`src/rtl/ptp_tc_pkg.sv`:
```
package ptp_tc_pkg;

    localparam int ADDR_W = 4;

    typedef enum logic [ADDR_W-1:0] {
        A_CTRL  = 4'd0,
        A_FLAGS = 4'd1,
        A_RATE  = 4'd2,
        A_TLO   = 4'd3,
        A_THI   = 4'd4,
        A_TGLO  = 4'd5,
        A_TGHI  = 4'd6,
        A_C0LO  = 4'd7,
        A_C0HI  = 4'd8,
        A_C1LO  = 4'd9,
        A_C1HI  = 4'd10,
        A_UNLK  = 4'd11,
        A_LIMIT = 4'd12
    } reg_addr_e;

    localparam int FL_TGT = 1;
    localparam int FL_C0  = 2;
    localparam int FL_C1  = 3;
    localparam int FL_SEC = 4;

    typedef enum logic {
        TW_IDLE,
        TW_STAGED
    } tw_state_e;

endpackage

```
`src/rtl/ptp_rate_accum.sv`:
```
module ptp_rate_accum #(
    parameter int          FRAC_W        = 32,
    parameter int unsigned TICKS_PER_SEC = 31_250_000
) (
    input  logic              clk,
    input  logic              rst_n,
    input  logic              srst,
    input  logic [FRAC_W-1:0] rate,
    input  logic              frac_clr,
    input  logic              time_wr,
    output logic              tick,
    output logic              sec_pulse
);
    localparam int SEC_W = (TICKS_PER_SEC > 1) ? $clog2(TICKS_PER_SEC) : 1;
    localparam logic [SEC_W-1:0] SEC_LAST = SEC_W'(TICKS_PER_SEC - 1);

    logic [FRAC_W-1:0] frac_q;
    logic [FRAC_W:0]   sum;
    logic [SEC_W-1:0]  sec_q;

    assign sum       = {1'b0, frac_q} + {1'b0, rate};
    assign tick      = sum[FRAC_W];
    assign sec_pulse = tick && !time_wr && (sec_q == SEC_LAST);

    always_ff @(posedge clk or negedge rst_n) begin
        if (!rst_n) begin
            frac_q <= '0;
        end else if (srst || frac_clr) begin
            frac_q <= '0;
        end else begin
            frac_q <= sum[FRAC_W-1:0];
        end
    end

    always_ff @(posedge clk or negedge rst_n) begin
        if (!rst_n) begin
            sec_q <= '0;
        end else if (srst || time_wr) begin
            sec_q <= '0;
        end else if (tick) begin
            sec_q <= (sec_q == SEC_LAST) ? '0 : sec_q + 1'b1;
        end
    end
endmodule

```
`src/rtl/ptp_time_core.sv`:
```
module ptp_time_core
    import ptp_tc_pkg::*;
#(
    parameter int          W            = 32,
    parameter logic [31:0] LO_LIMIT_RST = 32'hFFFF_FFFE
) (
    input  logic         clk,
    input  logic         rst_n,
    input  logic         srst,
    input  logic         tick,
    input  logic         wr_lo,
    input  logic         wr_hi,
    input  logic         wr_unlk,
    input  logic         wr_limit,
    input  logic [W-1:0] wdata,
    output logic [2*W-1:0] sys_time,
    output logic [W-1:0] lo_limit,
    output logic         unlocked,
    output logic         time_wr,
    output logic         full_load
);
    tw_state_e    state_q, state_d;
    logic         hi_only;
    logic [W-1:0] stage_q, lo_q, hi_q, lim_q;
    logic         unlk_q;

    // state register
    always_ff @(posedge clk or negedge rst_n) begin
        if (!rst_n) begin
            state_q <= TW_IDLE;
        end else if (srst) begin
            state_q <= TW_IDLE;
        end else begin
            state_q <= state_d;
        end
    end

    // next state and load decodes
    always_comb begin
        state_d   = state_q;
        full_load = 1'b0;
        hi_only   = 1'b0;
        unique case (state_q)
            TW_IDLE: begin
                if (wr_lo) begin
                    state_d = TW_STAGED;
                end else if (wr_hi) begin
                    hi_only = 1'b1;
                end
            end
            TW_STAGED: begin
                if (wr_hi) begin
                    full_load = 1'b1;
                    state_d   = TW_IDLE;
                end
            end
            default: state_d = TW_IDLE;
        endcase
    end

    assign time_wr = full_load || hi_only;

    always_ff @(posedge clk or negedge rst_n) begin
        if (!rst_n) begin
            stage_q <= '0;
        end else if (srst) begin
            stage_q <= '0;
        end else if (wr_lo) begin
            stage_q <= wdata;
        end
    end

    always_ff @(posedge clk or negedge rst_n) begin
        if (!rst_n) begin
            lo_q <= '0;
            hi_q <= '0;
        end else if (srst) begin
            lo_q <= '0;
            hi_q <= '0;
        end else if (full_load) begin
            lo_q <= stage_q;
            hi_q <= wdata;
        end else if (hi_only) begin
            hi_q <= wdata;
        end else if (tick) begin
            if (lo_q == lim_q) begin
                lo_q <= '0;
                hi_q <= hi_q + 1'b1;
            end else begin
                lo_q <= lo_q + 1'b1;
            end
        end
    end

    always_ff @(posedge clk or negedge rst_n) begin
        if (!rst_n) begin
            unlk_q <= 1'b0;
            lim_q  <= LO_LIMIT_RST;
        end else if (srst) begin
            unlk_q <= 1'b0;
            lim_q  <= LO_LIMIT_RST;
        end else begin
            if (wr_unlk) unlk_q <= wdata[0];
            if (wr_limit && unlk_q) lim_q <= wdata;
        end
    end

    assign sys_time = {hi_q, lo_q};
    assign lo_limit = lim_q;
    assign unlocked = unlk_q;
endmodule

```
`src/rtl/ptp_event_unit.sv`:
```
module ptp_event_unit
    import ptp_tc_pkg::*;
#(
    parameter int T_W    = 64,
    parameter int N_TRIG = 2
) (
    input  logic                      clk,
    input  logic                      rst_n,
    input  logic                      srst,
    input  logic [T_W-1:0]            sys_time,
    input  logic [T_W-1:0]            target,
    input  logic [N_TRIG-1:0]         trig_in,
    input  logic                      sec_pulse,
    input  logic                      clr_wr,
    input  logic [4:0]                clr_bits,
    input  logic [4:1]                irq_en,
    output logic [4:0]                flags,
    output logic [N_TRIG-1:0][T_W-1:0] snap,
    output logic                      irq
);
    logic [N_TRIG-1:0] prev_q, cap;
    logic [4:0]        flag_q, set_v, clr_v;

    for (genvar c = 0; c < N_TRIG; c++) begin : g_trig
        assign cap[c] = trig_in[c] && !prev_q[c];

        always_ff @(posedge clk or negedge rst_n) begin
            if (!rst_n) begin
                prev_q[c] <= 1'b0;
                snap[c]   <= '0;
            end else if (srst) begin
                prev_q[c] <= 1'b0;
                snap[c]   <= '0;
            end else begin
                prev_q[c] <= trig_in[c];
                if (cap[c]) snap[c] <= sys_time;
            end
        end
    end

    always_comb begin
        set_v         = '0;
        set_v[FL_TGT] = (sys_time >= target);
        set_v[FL_C0]  = cap[0];
        set_v[FL_C1]  = cap[N_TRIG-1];
        set_v[FL_SEC] = sec_pulse;
        clr_v         = clr_wr ? clr_bits : 5'b0;
    end

    always_ff @(posedge clk or negedge rst_n) begin
        if (!rst_n) begin
            flag_q <= '0;
        end else if (srst) begin
            flag_q <= '0;
        end else begin
            flag_q <= ((flag_q & ~clr_v) | set_v) & 5'b11110;
        end
    end

    assign flags = flag_q;
    assign irq   = |(flag_q[4:1] & irq_en);
endmodule

```
`src/rtl/ptp_timebase.sv`:
```
module ptp_timebase
    import ptp_tc_pkg::*;
#(
    parameter logic [31:0] RATE_RST      = 32'hA000_0000,
    parameter logic [31:0] LO_LIMIT_RST  = 32'hFFFF_FFFE,
    parameter int unsigned TICKS_PER_SEC = 31_250_000
) (
    input  logic        clk,
    input  logic        rst_n,
    input  logic        bus_wr,
    input  logic        bus_rd,
    input  logic [3:0]  bus_addr,
    input  logic [31:0] bus_wdata,
    output logic [31:0] bus_rdata,
    input  logic [1:0]  aux_in,
    output logic        irq
);
    localparam int W   = 32;
    localparam int T_W = 2 * W;

    logic [4:0]     ctrl_q;
    logic           srst;
    logic [W-1:0]   rate_q;
    logic [T_W-1:0] target_q;
    logic [T_W-1:0] sys_time;
    logic [W-1:0]   lo_limit;
    logic           unlocked, time_wr, full_load, tick, sec_pulse;
    logic [4:0]     ev_flags;
    logic [1:0][T_W-1:0] snap;
    logic [W-1:0]   shadow_q, rdata_q;
    logic           ev_wr;

    function automatic logic hit(input logic [3:0] a, input reg_addr_e r);
        return a == r;
    endfunction

    assign srst  = ctrl_q[0];
    assign ev_wr = bus_wr && hit(bus_addr, A_FLAGS);

    always_ff @(posedge clk or negedge rst_n) begin
        if (!rst_n) begin
            ctrl_q <= '0;
        end else if (bus_wr && hit(bus_addr, A_CTRL)) begin
            ctrl_q <= bus_wdata[4:0];
        end
    end

    always_ff @(posedge clk or negedge rst_n) begin
        if (!rst_n) begin
            rate_q   <= RATE_RST;
            target_q <= '1;
        end else if (srst) begin
            rate_q   <= RATE_RST;
            target_q <= '1;
        end else if (bus_wr) begin
            if (hit(bus_addr, A_RATE)) rate_q <= bus_wdata;
            if (hit(bus_addr, A_TGLO)) target_q[W-1:0] <= bus_wdata;
            if (hit(bus_addr, A_TGHI)) target_q[T_W-1:W] <= bus_wdata;
        end
    end

    ptp_rate_accum #(.FRAC_W(W), .TICKS_PER_SEC(TICKS_PER_SEC)) u_rate (
        .clk(clk), .rst_n(rst_n), .srst(srst), .rate(rate_q),
        .frac_clr(full_load), .time_wr(time_wr),
        .tick(tick), .sec_pulse(sec_pulse)
    );

    ptp_time_core #(.W(W), .LO_LIMIT_RST(LO_LIMIT_RST)) u_core (
        .clk(clk), .rst_n(rst_n), .srst(srst), .tick(tick),
        .wr_lo(bus_wr && hit(bus_addr, A_TLO)),
        .wr_hi(bus_wr && hit(bus_addr, A_THI)),
        .wr_unlk(bus_wr && hit(bus_addr, A_UNLK)),
        .wr_limit(bus_wr && hit(bus_addr, A_LIMIT)),
        .wdata(bus_wdata), .sys_time(sys_time), .lo_limit(lo_limit),
        .unlocked(unlocked), .time_wr(time_wr), .full_load(full_load)
    );

    ptp_event_unit #(.T_W(T_W), .N_TRIG(2)) u_ev (
        .clk(clk), .rst_n(rst_n), .srst(srst), .sys_time(sys_time),
        .target(target_q), .trig_in(aux_in), .sec_pulse(sec_pulse),
        .clr_wr(ev_wr), .clr_bits(bus_wdata[4:0]), .irq_en(ctrl_q[4:1]),
        .flags(ev_flags), .snap(snap), .irq(irq)
    );

    always_ff @(posedge clk or negedge rst_n) begin
        if (!rst_n) begin
            shadow_q <= '0;
        end else if (srst) begin
            shadow_q <= '0;
        end else if (bus_rd && hit(bus_addr, A_TLO)) begin
            shadow_q <= sys_time[T_W-1:W];
        end
    end

    always_ff @(posedge clk or negedge rst_n) begin
        if (!rst_n) begin
            rdata_q <= '0;
        end else if (bus_rd) begin
            unique case (bus_addr)
                A_CTRL:  rdata_q <= {27'd0, ctrl_q};
                A_FLAGS: rdata_q <= {27'd0, ev_flags};
                A_RATE:  rdata_q <= rate_q;
                A_TLO:   rdata_q <= sys_time[W-1:0];
                A_THI:   rdata_q <= shadow_q;
                A_TGLO:  rdata_q <= target_q[W-1:0];
                A_TGHI:  rdata_q <= target_q[T_W-1:W];
                A_C0LO:  rdata_q <= snap[0][W-1:0];
                A_C0HI:  rdata_q <= snap[0][T_W-1:W];
                A_C1LO:  rdata_q <= snap[1][W-1:0];
                A_C1HI:  rdata_q <= snap[1][T_W-1:W];
                A_UNLK:  rdata_q <= {31'd0, unlocked};
                A_LIMIT: rdata_q <= lo_limit;
                default: rdata_q <= '0;
            endcase
        end
    end

    assign bus_rdata = rdata_q;
endmodule

```
`config.mk`:
```
export PLATFORM = sky130hd
export DESIGN_NAME = ptp_timebase
export DESIGN_NICKNAME = d
export VERILOG_FILES = /design/src/rtl/ptp_tc_pkg.sv /design/src/rtl/ptp_rate_accum.sv /design/src/rtl/ptp_time_core.sv /design/src/rtl/ptp_event_unit.sv /design/src/rtl/ptp_timebase.sv
export SDC_FILE = /design/constraint.sdc
export NUM_CORES = 1
export LEC_CHECK = 0
export BUFFER_PORTS_ARGS = -buffer_cell sky130_fd_sc_hd__buf_2
export CAP_MARGIN = 20
export CELL_PAD_IN_SITES_DETAIL_PLACEMENT = 0
export CELL_PAD_IN_SITES_GLOBAL_PLACEMENT = 1
export CORE_MARGIN = 3
export CORE_UTILIZATION = 50
export DETAILED_ROUTE_END_ITERATION = 10
export PLACE_DENSITY_LB_ADDON = 0.2
export SLEW_MARGIN = 20
export SYNTH_ARGS = -nofsm -noshare
export SYNTH_HDL_FRONTEND = slang
export SYNTH_SLANG_ARGS = --single-unit
```
`constraint.sdc`:
```
create_clock -name clk -period 4.7 [get_ports clk]
set_input_delay 0.47 -clock clk [delete_from_list [all_inputs] [get_ports clk]]
set_output_delay 0.47 -clock clk [all_outputs]
set_load 0.05 [all_outputs]
```
# Word level (Yosys, flattened, before mapping)
# Cells that the tools add are included.
[word_totals]
output_inout_bits = 33
reg_bits = 487
inputBits = 42
wordCells = 129
[op_classes]
magnitude_cmp = 1
addsub = 4
muxes = 46
reduce_logical = 39
n_eq_ne = 15
bitwise = 5
[op_table]
columns = ["cell", "n"]
rows = [
  ["$mux 32", 22],
  ["$pmux 32 s13", 1],
  ["$mux 64", 6],
  ["$mux 25", 3],
  ["$add 32x1->32 const B", 2],
  ["$ge 64x64->1", 1],
  ["$add 32x32->33", 1],
  ["$eq 32x32->1", 1],
  ["$add 25x1->25 const B", 1],
  ["$eq 25x25->1 const B", 1],
  ["$reduce_bool 2->1", 11],
  ["$eq 4x4->1 const B", 5],
  ["$eq 4x3->1 const B", 4],
  ["$logic_and 1x1->1", 12],
  ["$mux 1", 11],
  ["$mux 5", 2],
  ["$reduce_and 2->1", 5],
  ["$eq 4x2->1 const B", 2],
  ["$reduce_bool 4->1", 2],
  ["$and 5x5->5", 1],
  ["$not 5->5", 1],
  ["$or 5x5->5", 1],
  ["$and 4x4->4", 1],
  ["$eq 4x1->1 const B", 1],
  ["other kinds (8)", 12],
]

# Longest topological paths before layout
# Gate-level depths: netlist of the first run.
[logic_depth]
ltp_word = 11
ltp_mapped = 13
ltp_nobuf = 11

# Cells and area by module
# A second synthesis of the first run with hierarchy kept.
[hier_totals]
cells_unflattened = 2869
hier_area_um2 = 27269.9
[modules_own_cells]
columns = ["mod", "seq_area_each_um2", "cells_per_inst", "instances", "area_per_inst_um2"]
rows = [
  ["ptp_timebase", 4211.5, 793, 1, 8873.5],
  ["ptp_time_core", 3291.9, 768, 1, 7303.3],
  ["ptp_event_unit", 3353.2, 812, 1, 6854.1],
  ["ptp_rate_accum", 1426.4, 496, 1, 4239.1],
]

# Least setup slack after synthesis of the first run
# OpenSTA, ideal clock, no wires.
[synth_timing]
path_kind = "register to register"
start = "register rate_q[0]"
end = "register u_core.hi_q[13]"
period_less_slack_ns = 2.931
arrival_ns = 2.831
path_stages_with_launch = 11
path_buffers = 0
required_time_ns = 4.601
setup_time_ns = 0.099
path_slack_ns = 1.769
cell_sequence = "dfrtp_1 ha_1 inv_1 fa_1 nand2b_1 a21oi_2 o2111a_2 o2111ai_4 a2111o_1 or3_1 a311oi_1"
[synth_via]
elab_chain_cells = 3
[synth_rtl]
columns = ["item", "line", "text"]
rows = [
  ["start: declaration", "ptp_timebase.sv:23", "logic [W-1:0] rate_q;"],
  ["start signal: assignment", "ptp_timebase.sv:56", "if (hit(bus_addr, A_RATE)) rate_q <= bus_wdata;"],
  ["$add 32x32->33", "ptp_rate_accum.sv:21", "assign sum = {1'b0, frac_q} + {1'b0, rate};"],
  ["$reduce_bool 4->1 (no line)", "-", ""],
  ["$reduce_and 2->1 (no line)", "-", ""],
  ["end signal: assignment", "ptp_time_core.sv:82", "hi_q <= wdata;"],
  ["end signal: assignment", "ptp_time_core.sv:84", "hi_q <= wdata;"],
  ["end signal: assignment", "ptp_time_core.sv:88", "hi_q <= hi_q + 1'b1;"],
  ["end: declaration", "ptp_time_core.sv:24", "logic [W-1:0] stage_q, lo_q, hi_q, lim_q;"],
]
# No other way between the ends.
# A chain may end at the register's enable or synchronous reset.

# Worst setup path in the final report of the first run
[layout_timing]
start = "register rate_q[0]"
end = "register u_rate.sec_q[9]"
[layout_via]
elab_chain_cells = 2
[layout_rtl]
columns = ["item", "line", "text"]
rows = [
  ["$add 32x32->33", "ptp_rate_accum.sv:21", ""],
  ["$reduce_bool 2->1 (no line)", "-", ""],
  ["end signal: assignment", "ptp_rate_accum.sv:41", "sec_q <= (sec_q == SEC_LAST) ? '0 : sec_q + 1'b1;"],
  ["end: declaration", "ptp_rate_accum.sv:19", "logic [SEC_W-1:0] sec_q;"],
]
# No other way between the ends.

==> reports/metrics.cfg, run 1 <==
[clock_tree]
htreeDepth = 2
post_cts_buffers = 0
cts_made_buffers = 54
clockBufferDepth = 3
clockRootBuffer = clkbuf_16
clk_latency_ns = 0.62
cts_tree = yes
clk_pin_slew_ns = 0.06
ctsResizeCount = 0
cts.sinks = 486

[worst_setup_path]
crit_required_ns = 5.20
path_class = reg -> reg
cp-end-kind = register
critPathBufInv = 1
crit_family = simple AND/OR/NAND/NOR gates
startpoint_type = register
crit_fanout = 28
reg2reg_slack_ns = 0.96
max_stage_delay_ns = 0.67
critPathArrivalTime_ns = 4.24
crit_chain = ha_1 > inv_1 > fa_1 > nand2b_1 > a21oi_2 > o2111a_2 > o2111ai_4 > and4_1 > or2_1 > o41ai_1
cp_slowest_cell = and4_1

[die]
die_w_um = 235.2
core_area_um2 = 51610
die_h_um = 235.2
dieArea_um2 = 55320
ios = 75
num_rows = 83
start_util_pct = 50.89

[synthesis]
synth_area_um2 = 26270
mappedNetlistNets = 3111
synthArstFlopShare_pct = 100.0
postSynthCellCount = 2969
ys.flop_type = dfrtp_1
synth_edf_count = 0
seq_area_frac_synth_pct = 46.77
yosysWarningCount = 0
synth.distinct_cells = 82
avgSynthCellArea_um2 = 8.846
yosys_register_bits = 486

[routing]
ant_nets = 0
vias_per_cell = 6.381
drt_first_iter_violations = 2355
vias = 23460
firstDrtPassIters = 6
drc = 0
finalWirelength_mm = 95.26
wire_per_inst_um = 25.91

[global_routing]
grtUsageTotal_pct = 33.74
grt_overflow = 0
grt_pass1_vias = 23320
grt_max_degree = 113
grt_pass1_wl_mm = 145.1
antenna_found_initial = 3

[run]
cap_violations = 0

[sta]
max_clock_freq_mhz = 267.0
slew_viol_final = 0
finalSetupViolations = 0
worstMarginPinSlew_ns = 1.141
setup_tns_ns = 0
slew_headroom_pct = 23.76
fin_skew_ns = 0.01375
rsz0062_at_grt = no
finalHoldViolCount = 0
period_needed_ns = 3.745
fin_crit_sh_pct = 79.67

[cells_and_area]
drive_gt1_share_pct = 12.98
final_cell_count_no_fill = 3677
nets = 3092
syn_to_final_growth_pct = 11.31

[placed_design]
port_buffers = 74
gp_congestion = 0.9349
place_inst = 3573
hpwl_mm = 61.70

[pwr]
ir_drop_uv = 289.3
p_leak_uw = 0.01263
power_density_nw_per_um2 = 411.9

[outcome]
outcome = finished clean

[hold_path]
hold_path_class = in -> reg

-- layout by cell type, fill, tap and decap left out, types with 15 or more instances in the layout --
master / n
a211oi_1: 38
a21o_1: 31
a21oi_1: 292
a221oi_1: 37
a22o_1: 36
a22oi_1: 107
a31oi_1: 15
a41o_1: 27
and3_1: 31
buf_2: 73
buf_4: 67
clkbuf_16: 54
clkbuf_8: 16
dfrtp_1: 388
dfstp_2: 97
ha_1: 99
inv_1: 118
mux2i_1: 38
nand2_1: 660
nand3_1: 53
nand4_1: 45
nor2_1: 148
nor3_1: 22
o211ai_1: 70
o21ai_0: 116
o31ai_1: 19
xnor2_1: 56
xor2_1: 38
-- registers in the layout (all words and copies together) (netlist names), 2 cells and up --
register and flops:
u_core.stage_q 32, bus_rdata 32, ctrl_q 5, u_core.hi_q 32, u_ev.prev_q 2, u_rate.sec_q 25
u_core.lo_limit 32, rate_q 32, target_q 64, shadow_q 32, u_rate.frac_q 32, u_ev.flags 4
u_core.lo_q 32, u_ev.snap 128
-- cell usage after synthesis, drive strengths merged, types with 7 or more instances --
cell | n | share of area, %
a211oi | 38 | 1.1
a21o | 31 | 0.89
a21oi | 294 | 5.6
a221oi | 37 | 1.2
a22o | 36 | 1.2
a22oi | 107 | 3.1
a31oi | 15 | 0.36
a41o | 27 | 1.0
and2 | 9 | 0.22
and3 | 33 | 0.81
buf | 61 | 1.1
clkbuf | 162 | 2.3
dfrtp | 389 | 37
dfstp | 97 | 9.7
ha | 99 | 4.7
inv | 118 | 1.7
mux2i | 38 | 1.4
nand2 | 663 | 9.5
nand2b | 16 | 0.38
nand3 | 54 | 1.0
nand4 | 45 | 1.1
nor2 | 156 | 2.3
nor2b | 10 | 0.24
nor3 | 30 | 0.59
nor4 | 18 | 0.48
o211ai | 70 | 2.0
o21ai | 120 | 2.3
o21bai | 7 | 0.20
o31ai | 19 | 0.54
or3 | 7 | 0.17
xnor2 | 56 | 1.9
xor2 | 38 | 1.3
-- worst register-to-register path: stages, from the launching register on --
cell and delay (ns):
dfrtp_1 0.37, ha_1 0.21, inv_1 0.07, fa_1 0.40, nand2b_1 0.19, a21oi_2 0.23, o2111a_2 0.32, o2111ai_4 0.31
and4_1 0.68, or2_1 0.48, o41ai_1 0.36
-- logic make-up after synthesis --
kind of cell / count (synthesis) / synth area share, %
fa+ha+maj: 100 / 4.792
buf+inv: 343 / 5.140
simple gates: 1055 / 17.18
mux: 44 / 1.705
compound gates: 847 / 21.28
xor+xnor: 94 / 3.135
flops: 486 / 46.77
-- area by class of cell --
cell class / count / area [um2]
Antenna cell: 1 / 2.502
Sequential cell: 486 / 12290
Clock inverter: 24 / 272.8
Timing Repair Buffer: 148 / 1013
Fill cell: 4637 / 22380
Inverter: 120 / 451.7
Clock buffer: 78 / 1602
Tap cell: 680 / 850.8
Multi-Input combinational cell: 2140 / 12760
-- metrics by stage --
| stage | hold WS [ns] | setup slack [ns] | area, um2 | utilization (%) | total power [uW] |
|---|---|---|---|---|---|
| after global routing | 0.1290 | 0.7152 | 29240 | 56.65 | 12510 |
| final | 0.1284 | 0.9554 | 29240 | 56.65 | 12040 |
| after global placement | 0.4631 | 1.108 | 27350 | 52.99 | 7514 |
| after floorplan | 0.1744 | 1.769 | 26270 | - | 6674 |
| after detailed placement | 0.4882 | 0.9690 | 27350 | 52.99 | 7573 |
| after CTS | 0.1016 | 0.9727 | 29230 | 56.64 | 12040 |
-- timing repair --
| action | CTS | global route |
|---|---|---|
| setup endpoints to repair | 0 | 0 |
| endpoints found under the hold margin | 41 | 0 |
| hold buffers | 1 | 0 |
-- power by group --
part / switching, uW / internal [uW] / leakage (uW)
clock: 1840 / 2640 / 0.000932
combinational: 1840 / 741 / 0.00534
sequential: 340 / 4640 / 0.00636
total: 4020 / 8020 / 0.0126
-- metal layers --
| metal | track usage [%] | part of all wire, % | vias to the layer above |
|---|---|---|---|
| met5 | 0 | 0 | - |
| met4 | 15.84 | 4.9 | 0 |
| met3 | 5.647 | 7.7 | 239 |
| met2 | 54.05 | 46 | 1071 |
| met1 | 44.89 | 41 | 11740 |
| li1 | - | - | 10420 |
-- final timing paths --
| check | start | to | depth (start not counted) |
|---|---|---|---|
| max | rate_q[0] | u_rate.sec_q[9] | 10 |
| max reg2reg | rate_q[0] | u_rate.sec_q[9] | 10 |
| min reg2reg | u_rate.sec_q[15] | u_rate.sec_q[15] | 1 |
| max in group asynchronous | rst_n | ctrl_q[0] | 3 |
| min in group asynchronous | rst_n | u_rate.sec_q[17] | 2 |
| min | aux_in[0] | u_ev.prev_q[0] | 2 |
Power figures use the tool's default switching activity.
==> run 2: changes to the inputs <==
- CORE_UTILIZATION: 50 -> 44
- clock period: 4.7 -> 3.3 ns (I/O delays scaled with it)
==> run 2 against run 1 <==
Non-clock buffer count up 89; global-route usage down 3.3 points; sequential cell count unchanged; power up 45%; combinational power up 55%; sequential share of layout area down 1.3 points; largest power group unchanged; worst setup slack worse by 0.84 ns; clock power up 43%; die area up 13%; critical endpoint is now u_core.hi_q[28]; critical path type unchanged.
==> reports/metrics.cfg, run 2 (synthesized netlist as in run 1, its figures left out) <==
[sta]
fin_skew_ns = 0.01563  ; +0.001877 ns
slew_viol_final = 0  ; unchanged
fin_hold_ws_ns = 0.03307  ; -0.09532 ns
worstMarginPinSlew_ns = 1.183  ; +0.04224 ns
finalSetupViolations = 0  ; unchanged
finalHoldViolCount = 0  ; unchanged
fin_ws_ns = 0.1120  ; -0.8434 ns
slew_headroom_pct = 21.10  ; -2.7 points
fin_crit_sh_pct = 96.61  ; +17 points
setup_tns_ns = 0  ; unchanged
period_needed_ns = 3.188  ; -0.5566 ns
max_clock_freq_mhz = 313.7  ; +17%

[worst_setup_path]
critPathArrivalTime_ns = 3.69  ; -0.55 ns
startpoint_type = register
cp-end-kind = register
timing.rr.start = rate_q[27]
crit_required_ns = 3.80  ; -1.40 ns
ff2ff_path_depth = 11  ; +1
crit_fanout = 7  ; -75%
path_class = reg -> reg
reg2reg_to = u_core.hi_q[28]
reg2reg_slack_ns = 0.11  ; -0.84 ns

[clock_tree]
cts_tree = yes
clockBufferDepth = 3  ; unchanged
cts_made_buffers = 56  ; +3.7%
cts.sinks = 486  ; unchanged
htreeDepth = 2  ; unchanged
clk_pin_slew_ns = 0.06  ; about the same
clk_latency_ns = 0.61  ; about the same
clockRootBuffer = clkbuf_16

[routing]
drc = 0  ; unchanged
drt_first_iter_violations = 2497  ; +6.0%
vias = 23700  ; +1.0%
firstDrtPassIters = 6  ; unchanged
ant_nets = 0  ; unchanged
finalWirelength_mm = 97.19  ; +2.0%
wire_per_inst_um = 25.23  ; -2.6%
vias_per_cell = 6.153  ; -3.6%

[global_routing]
grtUsageTotal_pct = 30.49  ; -3.3 points
antenna_found_initial = 2  ; -1
grt_pass1_wl_mm = 147.1  ; +1.4%
grt_max_degree = 152  ; +35%
grt_pass1_vias = 22990  ; -1.4%
grt_overflow = 0  ; unchanged

[die]
start_util_pct = 45.01  ; -5.9 points
core_area_um2 = 58360  ; +13%
ios = 75  ; unchanged
die_h_um = 250.3  ; +6.4%
num_rows = 88  ; +6.0%
die_w_um = 250.3  ; +6.4%
dieArea_um2 = 62660  ; +13%

[cells_and_area]
drive_gt1_share_pct = 15.42  ; +2.4 points
syn_to_final_growth_pct = 14.83
nets = 3183  ; +2.9%
largest_reg_flops = 128  ; unchanged
reg.largest.list = u_ev.snap x128, target_q x64
nFillCells = 5459  ; +18%
layout_commonest_cell = nand2_1
diodes = 0  ; -1
regMostFlops = u_ev.snap
layout_common_cells = nand2_1 (661), dfrtp_1 (388), a21oi_1 (289)

[hold_path]
min-delay-start = bus_wdata[24]
hold_depth = 3  ; +1
hold_path_class = in -> reg
hold_end = target_q[24]

[placed_design]
gp_congestion = 0.9323  ; -0.28%
preCtsSetupSlack_ns = -0.1116  ; -1.081 ns
hpwl_mm = 64.29  ; +4.2%
port_buffers = 74  ; unchanged

[pwr]
p_leak_uw = 0.01312  ; +3.9%
power_density_nw_per_um2 = 577.7  ; +40%
power.total_uw = 17420  ; +45%
ir_drop_uv = 407.8  ; +41%

[outcome]
outcome = finished clean

[run]
cap_violations = 0  ; unchanged

[run 2: cell count changes in the layout (fill, tap and decap cells not counted), moves of 3 or more]
| cell | change |
|---|---|
| a21oi_1 | -3 |
| a21oi_2 | +3 |
| buf_12 | +8 |
| buf_4 | +77 |
| clkbuf_1 | +10 |
| clkbuf_16 | +3 |
| dlygate4sd3_1 | +3 |
[run 2: timing repair]
action                                  CTS  global route
hold endpoints to repair                 37             0
buffers inserted                          0             9
pin swaps                                 0             8
hold buffers                              4             0
resized for setup                         1            10
endpoints found under the setup margin   11            67
[run 2: stage by stage]
stage / cell area [um2] / instances / util, %
floorplan: 26270 / 2969 / -
global placement: 28120 / 3735 / 48.19
detailed placement: 28120 / 3735 / 48.19
CTS: 30030 / 3843 / 51.46
global route: 30160 / 3852 / 51.69
finish: 30160 / 3852 / 51.69
[run 2: area by class of cell]
type | count | area [um2] | area share [%]
multi-input cells | 2140 | 12810 | 42.47
flip-flops and latches | 486 | 12290 | 40.74
repair buffers | 237 | 1793 | 5.945
clock buffers | 89 | 1687 | 5.592
well taps | 765 | 957.2 | 3.173
inverters | 120 | 451.7 | 1.498
clock inverters | 15 | 175.2 | 0.5808
[run 2: critical path, stage by stage, from the launching register on]
cell       delay, ns
dfrtp_1         0.48
ha_1            0.45
nand2_1         0.14
nor3_2          0.31
buf_4           0.18
o2111ai_4       0.20
buf_4           0.22
a2111oi_4       0.36
buf_6           0.18
nand3_1         0.10
xor2_1          0.17
a211oi_1        0.28
[run 2: report_power, final]
part | switching, uW | leakage [uW] | internal, uW
registers | 415 | 0.00636 | 6610
clock network | 2620 | 0.000924 | 3790
logic | 2720 | 0.00583 | 1270
[run 2: how the worst max path moves through the flow]
stage / startpoint / endpoint / slack (ns) / depth (start not counted)
detailed placement: rate_q[5] / u_core.lo_q[26] / -0.11 / 9
global route: rate_q[0] / u_core.hi_q[28] / -0.02 / 13
finish: rate_q[27] / u_core.hi_q[28] / 0.11 / 11
floorplan: rate_q[0] / u_core.hi_q[13] / 0.37 / 10
global placement: rate_q[5] / u_core.lo_q[1] / -0.005 / 10
CTS: rate_q[0] / u_core.hi_q[13] / 0.006 / 10
[run 2: per-layer routing]
metal | part of all wire (%) | track usage (%) | up-vias
met4 | 4.0 | 11.92 | 2
met2 | 46 | 48.03 | 1068
met1 | 42 | 42.59 | 11840
li1 | - | - | 10620
met5 | 0.013 | 0 | -
met3 | 8.0 | 4.309 | 172
